--- src/rtl/pwf_pkg.sv ---
package pwf_pkg;

  // Registered result of the width qualifier
  typedef struct packed {
    logic level;
    logic edge_seen;
  } pwf_out_t;

  // A threshold of zero is treated as one
  function automatic logic [31:0] pwf_eff_thr(input logic [31:0] thr);
    return (thr == 32'd0) ? 32'd1 : thr;
  endfunction

endpackage

--- src/rtl/pwf_sync_chain.sv ---
module pwf_sync_chain #(
  parameter int STAGES = 6
) (
  input  logic clk,
  input  logic rst,
  input  logic d_in,
  output logic d_sync
);

  logic [STAGES-1:0] stg;

  initial begin
    assert (STAGES >= 2) else $error("STAGES must be at least 2");
  end

  genvar g;
  generate
    for (g = 0; g < STAGES; g++) begin : g_stage
      if (g == 0) begin : g_first
        always_ff @(posedge clk) begin
          if (rst) stg[0] <= 1'b0;
          else     stg[0] <= d_in;
        end
      end else begin : g_next
        always_ff @(posedge clk) begin
          if (rst) stg[g] <= 1'b0;
          else     stg[g] <= stg[g-1];
        end
      end
    end
  endgenerate

  assign d_sync = stg[STAGES-1];

  logic past_ok;
  always_ff @(posedge clk) begin
    if (rst) past_ok <= 1'b0;
    else     past_ok <= 1'b1;
  end

  AST_SYNC_LAST_STAGE_DELAYED: assert property (@(posedge clk) disable iff (rst)
    past_ok |-> (stg[STAGES-1] == $past(stg[STAGES-2])));

endmodule

--- src/rtl/pwf_thr_reg.sv ---
module pwf_thr_reg #(
  parameter int CNT_W       = 16,
  parameter int DEFAULT_THR = 4
) (
  input  logic             clk,
  input  logic             rst,
  input  logic             wr_en,
  input  logic [CNT_W-1:0] wr_data,
  output logic [CNT_W-1:0] thr_eff,
  output logic             wr_seen
);

  logic [CNT_W-1:0] thr_q;

  always_ff @(posedge clk) begin
    if (rst) begin
      thr_q   <= CNT_W'(DEFAULT_THR);
      wr_seen <= 1'b0;
    end else begin
      wr_seen <= wr_en;
      if (wr_en) thr_q <= wr_data;
    end
  end

  assign thr_eff = CNT_W'(pwf_pkg::pwf_eff_thr(32'(thr_q)));

  AST_THR_LOADED: assert property (@(posedge clk) disable iff (rst)
    wr_seen |-> (thr_q == $past(wr_data)));

endmodule

--- src/rtl/pwf_width_qual.sv ---
module pwf_width_qual #(
  parameter int CNT_W = 16
) (
  input  logic             clk,
  input  logic             rst,
  input  logic             s_in,
  input  logic [CNT_W-1:0] thr_eff,
  input  logic             clr,
  output pwf_pkg::pwf_out_t q_out
);

  localparam int NXT_W = CNT_W + 1;

  logic [CNT_W-1:0] cnt;
  logic             lvl;
  logic             stb;
  logic [NXT_W-1:0] cnt_nxt;
  logic             differ;
  logic             reached;

  assign differ  = (s_in != lvl);
  assign cnt_nxt = {1'b0, cnt} + NXT_W'(1);
  assign reached = (cnt_nxt >= {1'b0, thr_eff});

  always_ff @(posedge clk) begin
    if (rst) begin
      cnt <= '0;
      lvl <= 1'b0;
      stb <= 1'b0;
    end else begin
      stb <= 1'b0;
      if (clr || !differ) begin
        cnt <= '0;
      end else if (reached) begin
        cnt <= '0;
        lvl <= s_in;
        stb <= 1'b1;
      end else begin
        cnt <= cnt_nxt[CNT_W-1:0];
      end
    end
  end

  assign q_out.level     = lvl;
  assign q_out.edge_seen = stb;

  logic past_ok;
  always_ff @(posedge clk) begin
    if (rst) past_ok <= 1'b0;
    else     past_ok <= 1'b1;
  end

  AST_EDGE_MATCHES_FLIP: assert property (@(posedge clk) disable iff (rst)
    past_ok |-> (stb == (lvl != $past(lvl))));
  AST_WRITE_CLEARS_COUNT: assert property (@(posedge clk) disable iff (rst)
    (past_ok && $past(clr)) |-> (cnt == '0 && lvl == $past(lvl)));
  AST_COUNT_BELOW_THR: assert property (@(posedge clk) disable iff (rst)
    past_ok |-> (cnt < thr_eff));
  AST_FLIP_NEEDS_DIFF: assert property (@(posedge clk) disable iff (rst)
    (past_ok && stb) |-> ($past(s_in) != $past(lvl)));

endmodule

--- src/rtl/pulse_width_filter.sv ---
module pulse_width_filter #(
  parameter int SYNC_STAGES = 6,
  parameter int CNT_W       = 16,
  parameter int DEFAULT_THR = 4
) (
  input  logic             clk,
  input  logic             rst,
  input  logic             din_async,
  input  logic             thr_wr_en,
  input  logic [CNT_W-1:0] thr_wr_data,
  output logic             dout,
  output logic             dout_edge
);

  logic              s_sync;
  logic [CNT_W-1:0]  thr_eff;
  logic              wr_seen;
  pwf_pkg::pwf_out_t q_out;

  pwf_sync_chain #(.STAGES(SYNC_STAGES)) u_sync (
    .clk    (clk),
    .rst    (rst),
    .d_in   (din_async),
    .d_sync (s_sync)
  );

  pwf_thr_reg #(.CNT_W(CNT_W), .DEFAULT_THR(DEFAULT_THR)) u_thr (
    .clk     (clk),
    .rst     (rst),
    .wr_en   (thr_wr_en),
    .wr_data (thr_wr_data),
    .thr_eff (thr_eff),
    .wr_seen (wr_seen)
  );

  pwf_width_qual #(.CNT_W(CNT_W)) u_qual (
    .clk     (clk),
    .rst     (rst),
    .s_in    (s_sync),
    .thr_eff (thr_eff),
    .clr     (thr_wr_en),
    .q_out   (q_out)
  );

  assign dout      = q_out.level;
  assign dout_edge = q_out.edge_seen;

  AST_WRITE_HOLDS_OUTPUT: assert property (@(posedge clk) disable iff (rst)
    wr_seen |-> !dout_edge);

endmodule

--- config.mk ---
export PLATFORM = sky130hd
export DESIGN_NAME = pulse_width_filter
export DESIGN_NICKNAME = d
export VERILOG_FILES = /design/src/rtl/pwf_pkg.sv /design/src/rtl/pwf_sync_chain.sv /design/src/rtl/pwf_thr_reg.sv /design/src/rtl/pwf_width_qual.sv /design/src/rtl/pulse_width_filter.sv
export SDC_FILE = /design/constraint.sdc
export NUM_CORES = 1
export LEC_CHECK = 0
export BUFFER_PORTS_ARGS = -buffer_cell sky130_fd_sc_hd__buf_2
export CAP_MARGIN = 10
export CORE_ASPECT_RATIO = 0.9
export CORE_MARGIN = 3
export CORE_UTILIZATION = 31
export DETAILED_ROUTE_END_ITERATION = 7
export HOLD_SLACK_MARGIN = 0.08
export PLACE_DENSITY = 0.47
export SLEW_MARGIN = 10
export SYNTH_ARGS = -nofsm -noshare
export SYNTH_HDL_FRONTEND = slang
export SYNTH_SLANG_ARGS = --single-unit
--- constraint.sdc ---
create_clock -name clk -period 2.5 [get_ports clk]
set_input_delay 0.125 -clock clk [delete_from_list [all_inputs] [get_ports clk]]
set_output_delay 0.125 -clock clk [all_outputs]
set_load 0.01 [all_outputs]
[After elaboration in Yosys (flattened, before gate mapping)]
Cells that the tools add are included.
Word-level totals
  register bits after elaboration: 40
  bits of input ports: 20
  output and inout bits: 2
  word-level logic and storage cells: 22
Cells by class
  $add $sub $neg: 1
  magnitude comparators: 1
  eq/ne operators: 1
  mux-type cells: 2
  bitwise gates (word level): 1
  reduce and logical (&&, ||, !) cells: 6
Operators with widths (number)
  $add A16 B1 Y17 const B: 1
  $ge A17 B16 Y1: 1
  $logic_not A16 Y1: 1
  $mux W16: 1
  $reduce_or A3 Y1: 1
  $reduce_and A2 Y1: 1
  $reduce_or A2 Y1: 1
  $logic_not A1 Y1: 1
  $logic_or A1 B1 Y1: 1
  $mux W1: 1
  $ne A1 B1 Y1: 1
  $not A1 Y1: 1

[Longest topological paths before layout]
Gate-level depths: netlist of the first run.
  depth after elaboration: 5
  gate-level depth with buffers: 13
  depth with buffers taken out: 12

[Cells and area by module]
Synthesis of the first run repeated with hierarchy kept, for this count alone.
Unflattened totals
  cell total of the unflattened synthesis: 225
  area, all modules: 2079.5 sq um
By module, submodules not included
  pwf_width_qual: times used 1, cells each 139, area an instance 1222.4 sq um, seq. area each 360.3 sq um
  pwf_thr_reg: times used 1, cells each 74, area an instance 699.4 sq um, seq. area each 340.3 sq um
  pwf_sync_chain: times used 1, cells each 12, area an instance 157.7 sq um, seq. area each 120.1 sq um

[Least setup slack after synthesis of the first run]
OpenSTA, ideal clock, no wires.
  path type: register to register
  start: register u_qual.cnt[2]
  end: register u_qual.cnt[10]
  setup time: 65 ps
  data arrival time: 2616 ps
  required time: 2435 ps
  slack: -181 ps
  stages on the path, launching flop included: 13
  buffers on the path: 1
  clock period less this slack: 2681 ps
  path through: dfxtp_1 -> nand3_1 -> nor3_1 -> nand2_1 -> xnor2_1 -> ha_1 -> a21o_1 -> a221o_1 -> o211ai_1 -> and4bb_4 -> nand2b_2 -> buf_2 -> nor2b_1
Between the ends
  cells in the longest elaborated chain, start to end: 3
RTL lines
  from (decl): line pwf_width_qual.sv:14  | logic [CNT_W-1:0] cnt;
  from (signal assigned): line pwf_width_qual.sv:39  | cnt <= cnt_nxt[CNT_W-1:0];
  $add A16 B1 Y17: line pwf_width_qual.sv:22  | assign cnt_nxt = {1'b0, cnt} + NXT_W'(1);
  net u_qual.cnt_nxt[7]: line pwf_width_qual.sv:17  | logic [NXT_W-1:0] cnt_nxt;
  $ge A17 B16 Y1: line pwf_width_qual.sv:23  | assign reached = (cnt_nxt >= {1'b0, thr_eff});
  $reduce_or A3 Y1 (no line)
The timed path passes the listed nets, and every way through them passes these cells.
A chain may end at the register's enable or synchronous reset.

[Worst setup path in the final report of the first run]
  start: register u_qual.cnt[3]
  end: register u_qual.lvl
Between the ends
  cells in the longest elaborated chain, start to end: 3
RTL lines
  $add A16 B1 Y17: line pwf_width_qual.sv:22
  net u_qual.cnt_nxt[12]: line pwf_width_qual.sv:17
  $ge A17 B16 Y1: line pwf_width_qual.sv:23
  $reduce_and A2 Y1 (no line)
  to (signal assigned): line pwf_width_qual.sv:36  | lvl <= s_in;
  to (decl): line pwf_width_qual.sv:15  | logic lvl;
The timed path passes the listed nets, and every way through them passes these cells.

==> results of run 1 <==
## layer usage
metal  global-route usage  wire length [um]
met1               0.1839              2243
met5                    0                 0
met4              0.04018                29
met3              0.03448               126
met2               0.2099              2021
## worst register-to-register path: stages (launching register included)
cell and delay, ns:
dfxtp_2 0.36, nand3_4 0.12, buf_6 0.14, nor3b_4 0.26
nand3_2 0.11, xnor2_1 0.16, ha_1 0.30, nand4_1 0.13
o41ai_2 0.30, and4bb_4 0.24, buf_6 0.11, or3b_4 0.36
a21oi_2 0.11
## stage by stage
step / area, sq um / TNS (ns) / hold WS, ns / setup slack, ns / power (mW)
floorplan: 1989 / 0 / 0.1966 / 0.0002096 / 0.7431
global placement: 2349 / -3.303 / 0.3374 / -0.2813 / 0.7807
detailed placement: 2349 / -3.249 / 0.3432 / -0.2582 / 0.7806
CTS: 2785 / -2.946 / 0.08092 / -0.2471 / 1.251
global route: 2863 / -5.652 / 0.2581 / -0.3631 / 1.308
finish: 2863 / -3.090 / 0.2504 / -0.2594 / 1.243
## final timing paths
path | from | end
worst max-delay path | u_qual.cnt[3]$_SDFF_PP0_ | u_qual.lvl$_SDFFE_PP0P_
worst min-delay path | rst | u_thr.thr_q[1]$_SDFFE_PP0P_
worst max register to register | u_qual.cnt[3]$_SDFF_PP0_ | u_qual.lvl$_SDFFE_PP0P_
worst min register to register | u_sync.stg[2]$_SDFF_PP0_ | u_sync.stg[3]$_SDFF_PP0_
## layout make-up
| class | count | area (sq um) | area share |
|---|---|---|---|
| clock inverter | 2 | 10.01 | 0.003496 |
| inverter | 20 | 75.07 | 0.02622 |
| timing repair buffer | 68 | 531.8 | 0.1858 |
| clock buffer | 6 | 82.58 | 0.02885 |
| tap | 70 | 87.58 | 0.03059 |
| multi-input combinational | 144 | 1261 | 0.4406 |
| sequential | 40 | 814.5 | 0.2845 |
## timing repair
| action | 4_1_cts | 5_1_grt |
|---|---|---|
| hold endpoints to repair | 16 | 1 |
| hold buffers | 16 | 1 |
| setup buffers | 5 | 0 |
| gates resized for setup | 23 | 18 |
| gates cloned | 1 | 0 |
| pin swaps | 8 | 14 |
| setup endpoints to repair | 18 | 18 |
## power by group
group          total [mW]  internal, mW  switching [mW]
combinational       0.132        0.0749          0.0568
clock               0.447         0.220           0.226
sequential          0.665         0.652          0.0124
total                1.24         0.948           0.295
## cell families after synthesis
logic type                 synth area share
adders and majority gates            0.1095
muxes                               0.07732
buffers and inverters               0.04961
AOI/OAI and AO/OA                   0.06701
xor gates and xnor gates            0.06765
DFF                                  0.4124
and+or+nand+nor                      0.2165
## cell usage after synthesis (all sizes together) (3+ instances only)
master,n,area (sq um)
xor2,5,43.79
ha,17,212.7
nand4,3,18.77
a21oi,6,30.03
nor2,24,90.09
xnor2,10,87.58
nand2,8,30.03
nor4,3,18.77
inv,20,75.07
nor2b,20,125.1
mux2i,15,150.1
nand3,9,45.04
clkbuf,3,11.26
dfxtp,40,800.8
a21o,4,30.03
## state kept, by name (all words and copies together), names as in the netlist
register	count
u_thr.thr_q	16
u_sync.stg	5
u_sync.d_sync	1
u_qual.stb	1
u_qual.lvl	1
u_qual.cnt	16
==> results.cfg, run 1 <==
[pwr]
peakVddDrop_mv = 0.2586
power_density_nw_per_um2 = 434.2
p_leak_nw = 1.319

[job]
drv_cap = 0

[yosys]
synth-edff-count = 0
synth_cells = 208
syn_nets = 245
async_reset_ff_frac = 0
avgSynthCellArea_sq_um = 9.336
synthesis.area_sq_um = 1942
ys_types = 30
yosys_most_used_dff = dfxtp_1
yosysWarnings = 0
synth_seq_area_share = 0.4124
ys_ff_latch = 40

[critical_path]
worstPathArrival_ns = 2.98
path_class = reg -> reg
cp_slowest_cell = dfxtp_2
crit_chain = nand3_4 -> buf_6 -> nor3b_4 -> nand3_2 -> xnor2_1 -> ha_1 -> nand4_1 -> o41ai_2 -> and4bb_4 -> buf_6 -> or3b_4 -> a21oi_2
cpPeakStageDelay_ns = 0.36
path_buf_inv = 2
cp-end-kind = flip-flop
r2r_slack_ns = -0.26
r2r_cells = 12
cp_data_required_time_ns = 2.72
path_depth = 12
startpoint_type = flip-flop
path_max_fanout = 4
path_delay_family = simple AND/OR/NAND/NOR gates
worst_path_most_repeated_cell = buf_6

[global_routing]
antenna_found_initial = 0
grt_start_max_net_pins = 25
grt.overflow.total = 0
grt_pass1_wl_mm = 7.445
grt_use_total = 0.1351
grt_pass1_vias = 1583

[cells_and_area]
mostFrequentLayoutCell = dfxtp_1
areaGrowthSynthToFinish_pct = 47.42
finalNonFillerCells = 350
final_util = 0.4889
fill_cells = 573
fin_nets = 316
mostFrequentLayoutCells = dfxtp_1 (33), buf_4 (24), buf_2 (21)
diodes = 0
drive_gt1_frac = 0.3607

[route]
first_pass_iters = 4
vias = 1555
drc_errors = 0
wl_mm = 4.421
vias_per_cell = 4.443
wire_per_inst_um = 12.63
antenna_left = 0
drt_iter0_drc = 35

[timing]
slew_violations = 0
relSlewSlack = 0.6533
setup_violations = 17
layout_setup_ws_ns = -0.2594
fin_skew_ns = 0.001927
rsz0062_at_grt = yes
worst_pin_slew_ns = 0.5200
period_share = 1.104
hold_viol = 0
clock.fmax_mhz = 362.4
fin_crit_ns = 2.759

[clocking]
cts_buffer_depth = 2
cts_tree = yes
clock_latency_ns = 0.28
clk_pin_slew_ns = 0.08
cts_made_buffers = 5
htreeDepth = 2
cts_root_buf = clkbuf_8
cts_sinks = 40

[place]
port_buffers = 21
place_congestion = 0.7067
dp.cells = 319
hpwlAfterDp_mm = 3.035

[outcome]
status = complete, but fails checks
violations = setup timing

[floorplanning]
die_width_um = 89.43
pin_count = 22
fp.dieArea_sq_um = 7251
fp-row-count = 26
core_area_sq_um = 5856
dieHeight_um = 81.09
initial_core_util = 0.3316

[min_path]
hold_path_class = in -> reg
hold_path_depth = 2
Note: power is estimated with default switching activity, not from simulation.
==> run 2, diff against run 1 <==
--- a/config.mk
+++ b/config.mk
@@ -5,14 +5,14 @@
 export SDC_FILE = /design/constraint.sdc
 export NUM_CORES = 1
 export LEC_CHECK = 0
-export BUFFER_PORTS_ARGS = -buffer_cell sky130_fd_sc_hd__buf_2
 export CAP_MARGIN = 10
 export CORE_ASPECT_RATIO = 0.9
 export CORE_MARGIN = 3
 export CORE_UTILIZATION = 31
 export DETAILED_ROUTE_END_ITERATION = 7
+export DONT_BUFFER_PORTS = 1
 export HOLD_SLACK_MARGIN = 0.08
-export PLACE_DENSITY = 0.47
+export PLACE_DENSITY = 0.44
 export SLEW_MARGIN = 10
 export SYNTH_ARGS = -nofsm -noshare
 export SYNTH_HDL_FRONTEND = slang
==> run 2 against run 1 <==
- the run still ends with setup timing left
- maximum frequency is 2.0% higher
- worst hold slack worse by 0.16 ns
- die area unchanged
- clock power is 21% higher
- critical endpoint is now u_qual.cnt[5]$_SDFF_PP0_
==> results.cfg, run 2 (synthesized netlist as in run 1, its figures left out) <==
[outcome]
status = complete, but fails checks
violations = setup timing

[timing]
worst_pin_slew_ns = 0.2954
fin_crit_ns = 2.705
layout_setup_ws_ns = -0.2053
hold_viol = 0
fin_skew_ns = 0.009554
period_share = 1.082
slew_violations = 0
relSlewSlack = 0.8013
rsz0062_at_grt = yes
clock.fmax_mhz = 369.6
setup_violations = 17

[cells_and_area]
final_util = 0.4842
fin_area_sq_um = 2835
mostFrequentLayoutCells = dfxtp_1 (31), dlygate4sd3_1 (25), buf_4 (25)
fill_cells = 525
finalNonFillerCells = 335
areaGrowthSynthToFinish_pct = 46.01
fin_nets = 301
reg.largest.list = u_qual.cnt x16, u_thr.thr_q x16, u_sync.stg x5
drive_gt1_frac = 0.3019
diodes = 0
mostFrequentLayoutCell = dfxtp_1

[critical_path]
path_class = reg -> reg
startpoint_type = flip-flop
cp_slowest_cell = dfxtp_4
cp-end-kind = flip-flop
worstPathArrival_ns = 2.89
cp_data_required_time_ns = 2.68
cpPeakStageDelay_ns = 0.37
crit_chain = ha_4 -> nand2_4 -> nor3b_4 -> nand3_2 -> xnor2_2 -> ha_1 -> nand4_1 -> o41ai_2 -> and4bb_4 -> buf_4 -> buf_6 -> nand2b_4 -> nor2b_1
path_buf_inv = 2
path_delay_family = simple AND/OR/NAND/NOR gates
path_max_fanout = 8

[global_routing]
grt_start_max_net_pins = 25
grt_pass1_wl_mm = 7.548
grt.overflow.total = 0
grt_pass1_vias = 1605
grt_use_total = 0.1370
antenna_found_initial = 0

[clocking]
cts_sinks = 40
clock_latency_ns = 0.30
cts_made_buffers = 5
htreeDepth = 2
clk_pin_slew_ns = 0.09
cts_tree = yes
cts_buffer_depth = 2
cts_root_buf = clkbuf_8

[place]
port_buffers = 0
place_congestion = 0.7483
dp.cells = 292
hpwlAfterDp_mm = 3.243
dpl_cell_area_sq_um = 2198

[route]
first_pass_iters = 4
antenna_left = 0
wl_mm = 4.770
drc_errors = 0
drt_iter0_drc = 42
wire_per_inst_um = 14.24
vias = 1565
vias_per_cell = 4.672

[min_path]
hold_path_class = in -> reg

[pwr]
p_leak_nw = 1.311
power_density_nw_per_um2 = 467.0
finalPower_mw = 1.324
peakVddDrop_mv = 0.3355

[floorplanning]
die_width_um = 89.43
fp.dieArea_sq_um = 7251
core_area_sq_um = 5856
pin_count = 22
fp-row-count = 26
dieHeight_um = 81.09
initial_core_util = 0.3316

[job]
drv_cap = 0
-- run 2: cell count changes in the layout (fill, tap and decap cells not counted), moves of 3 or more --
cell	change
dlygate4sd3_1	+8
nor2_1	+3
dfxtp_2	+3
buf_2	-21
-- run 2: area by class of cell --
class / instances / area [sq um] / share of cell area
tap: 70 / 87.58 / 0.03089
clock buffer: 5 / 68.82 / 0.02427
sequential: 40 / 814.5 / 0.2873
clock inverter: 3 / 46.29 / 0.01633
timing repair buffer: 53 / 471.7 / 0.1664
multi-input combinational: 144 / 1271 / 0.4484
inverter: 20 / 75.07 / 0.02648
-- run 2: path summary, 6_finish.rpt --
check / startpoint / endpoint / slack (ns) / depth (start not counted)
setup / recovery: u_qual.cnt[0]$_SDFF_PP0_ / u_qual.cnt[5]$_SDFF_PP0_ / -0.21 / 13
hold / removal: thr_wr_en / u_qual.lvl$_SDFFE_PP0P_ / 0.09 / 2
setup reg to reg: u_qual.cnt[0]$_SDFF_PP0_ / u_qual.cnt[5]$_SDFF_PP0_ / -0.21 / 13
hold reg to reg: u_qual.cnt[0]$_SDFF_PP0_ / u_qual.cnt[0]$_SDFF_PP0_ / 0.57 / 2
-- run 2: stage by stage --
| step | hold WS [ns] | setup TNS, ns | worst slack [ns] |
|---|---|---|---|
| after floorplan | 0.1966 | 0 | 0.0002096 |
| final | 0.08871 | -3.281 | -0.2053 |
| after global routing | 0.09394 | -6.324 | -0.4014 |
| after global placement | 0.1982 | -3.308 | -0.2684 |
| after detailed placement | 0.2007 | -3.324 | -0.2616 |
| after CTS | 0.009628 | -3.248 | -0.2338 |
-- run 2: per-layer routing --
| metal | GRT usage | vias up | share of wire |
|---|---|---|---|
| met5 | 0 | - | 0 |
| met4 | 0.04911 | 0 | 0.011 |
| met3 | 0.03043 | 4 | 0.034 |
| met2 | 0.2202 | 21 | 0.48 |
| met1 | 0.1796 | 729 | 0.48 |
| li1 | - | 811 | - |
-- run 2: worst register-to-register path: stages (launching register included) --
cell	delay [ns]
dfxtp_4	0.37
ha_4	0.15
nand2_4	0.05
nor3b_4	0.29
nand3_2	0.13
xnor2_2	0.17
ha_1	0.30
nand4_1	0.15
o41ai_2	0.32
and4bb_4	0.25
buf_4	0.13
buf_6	0.11
nand2b_4	0.12
nor2b_1	0.07
-- run 2: timing repair --
item	CTS	global route
hold buffers	24	1
pin swaps	5	7
setup endpoints to repair	18	18
cloned	1	0
hold endpoints to repair	23	1
gates resized for setup	20	20
buffers inserted	6	5
-- run 2: power by group --
group	leakage (nW)	internal, mW	switching, mW	total [mW]
registers	0.331	0.653	0.0134	0.667
clock network	0.0548	0.301	0.241	0.541
logic	0.925	0.0714	0.0446	0.116
total	1.31	1.03	0.299	1.32
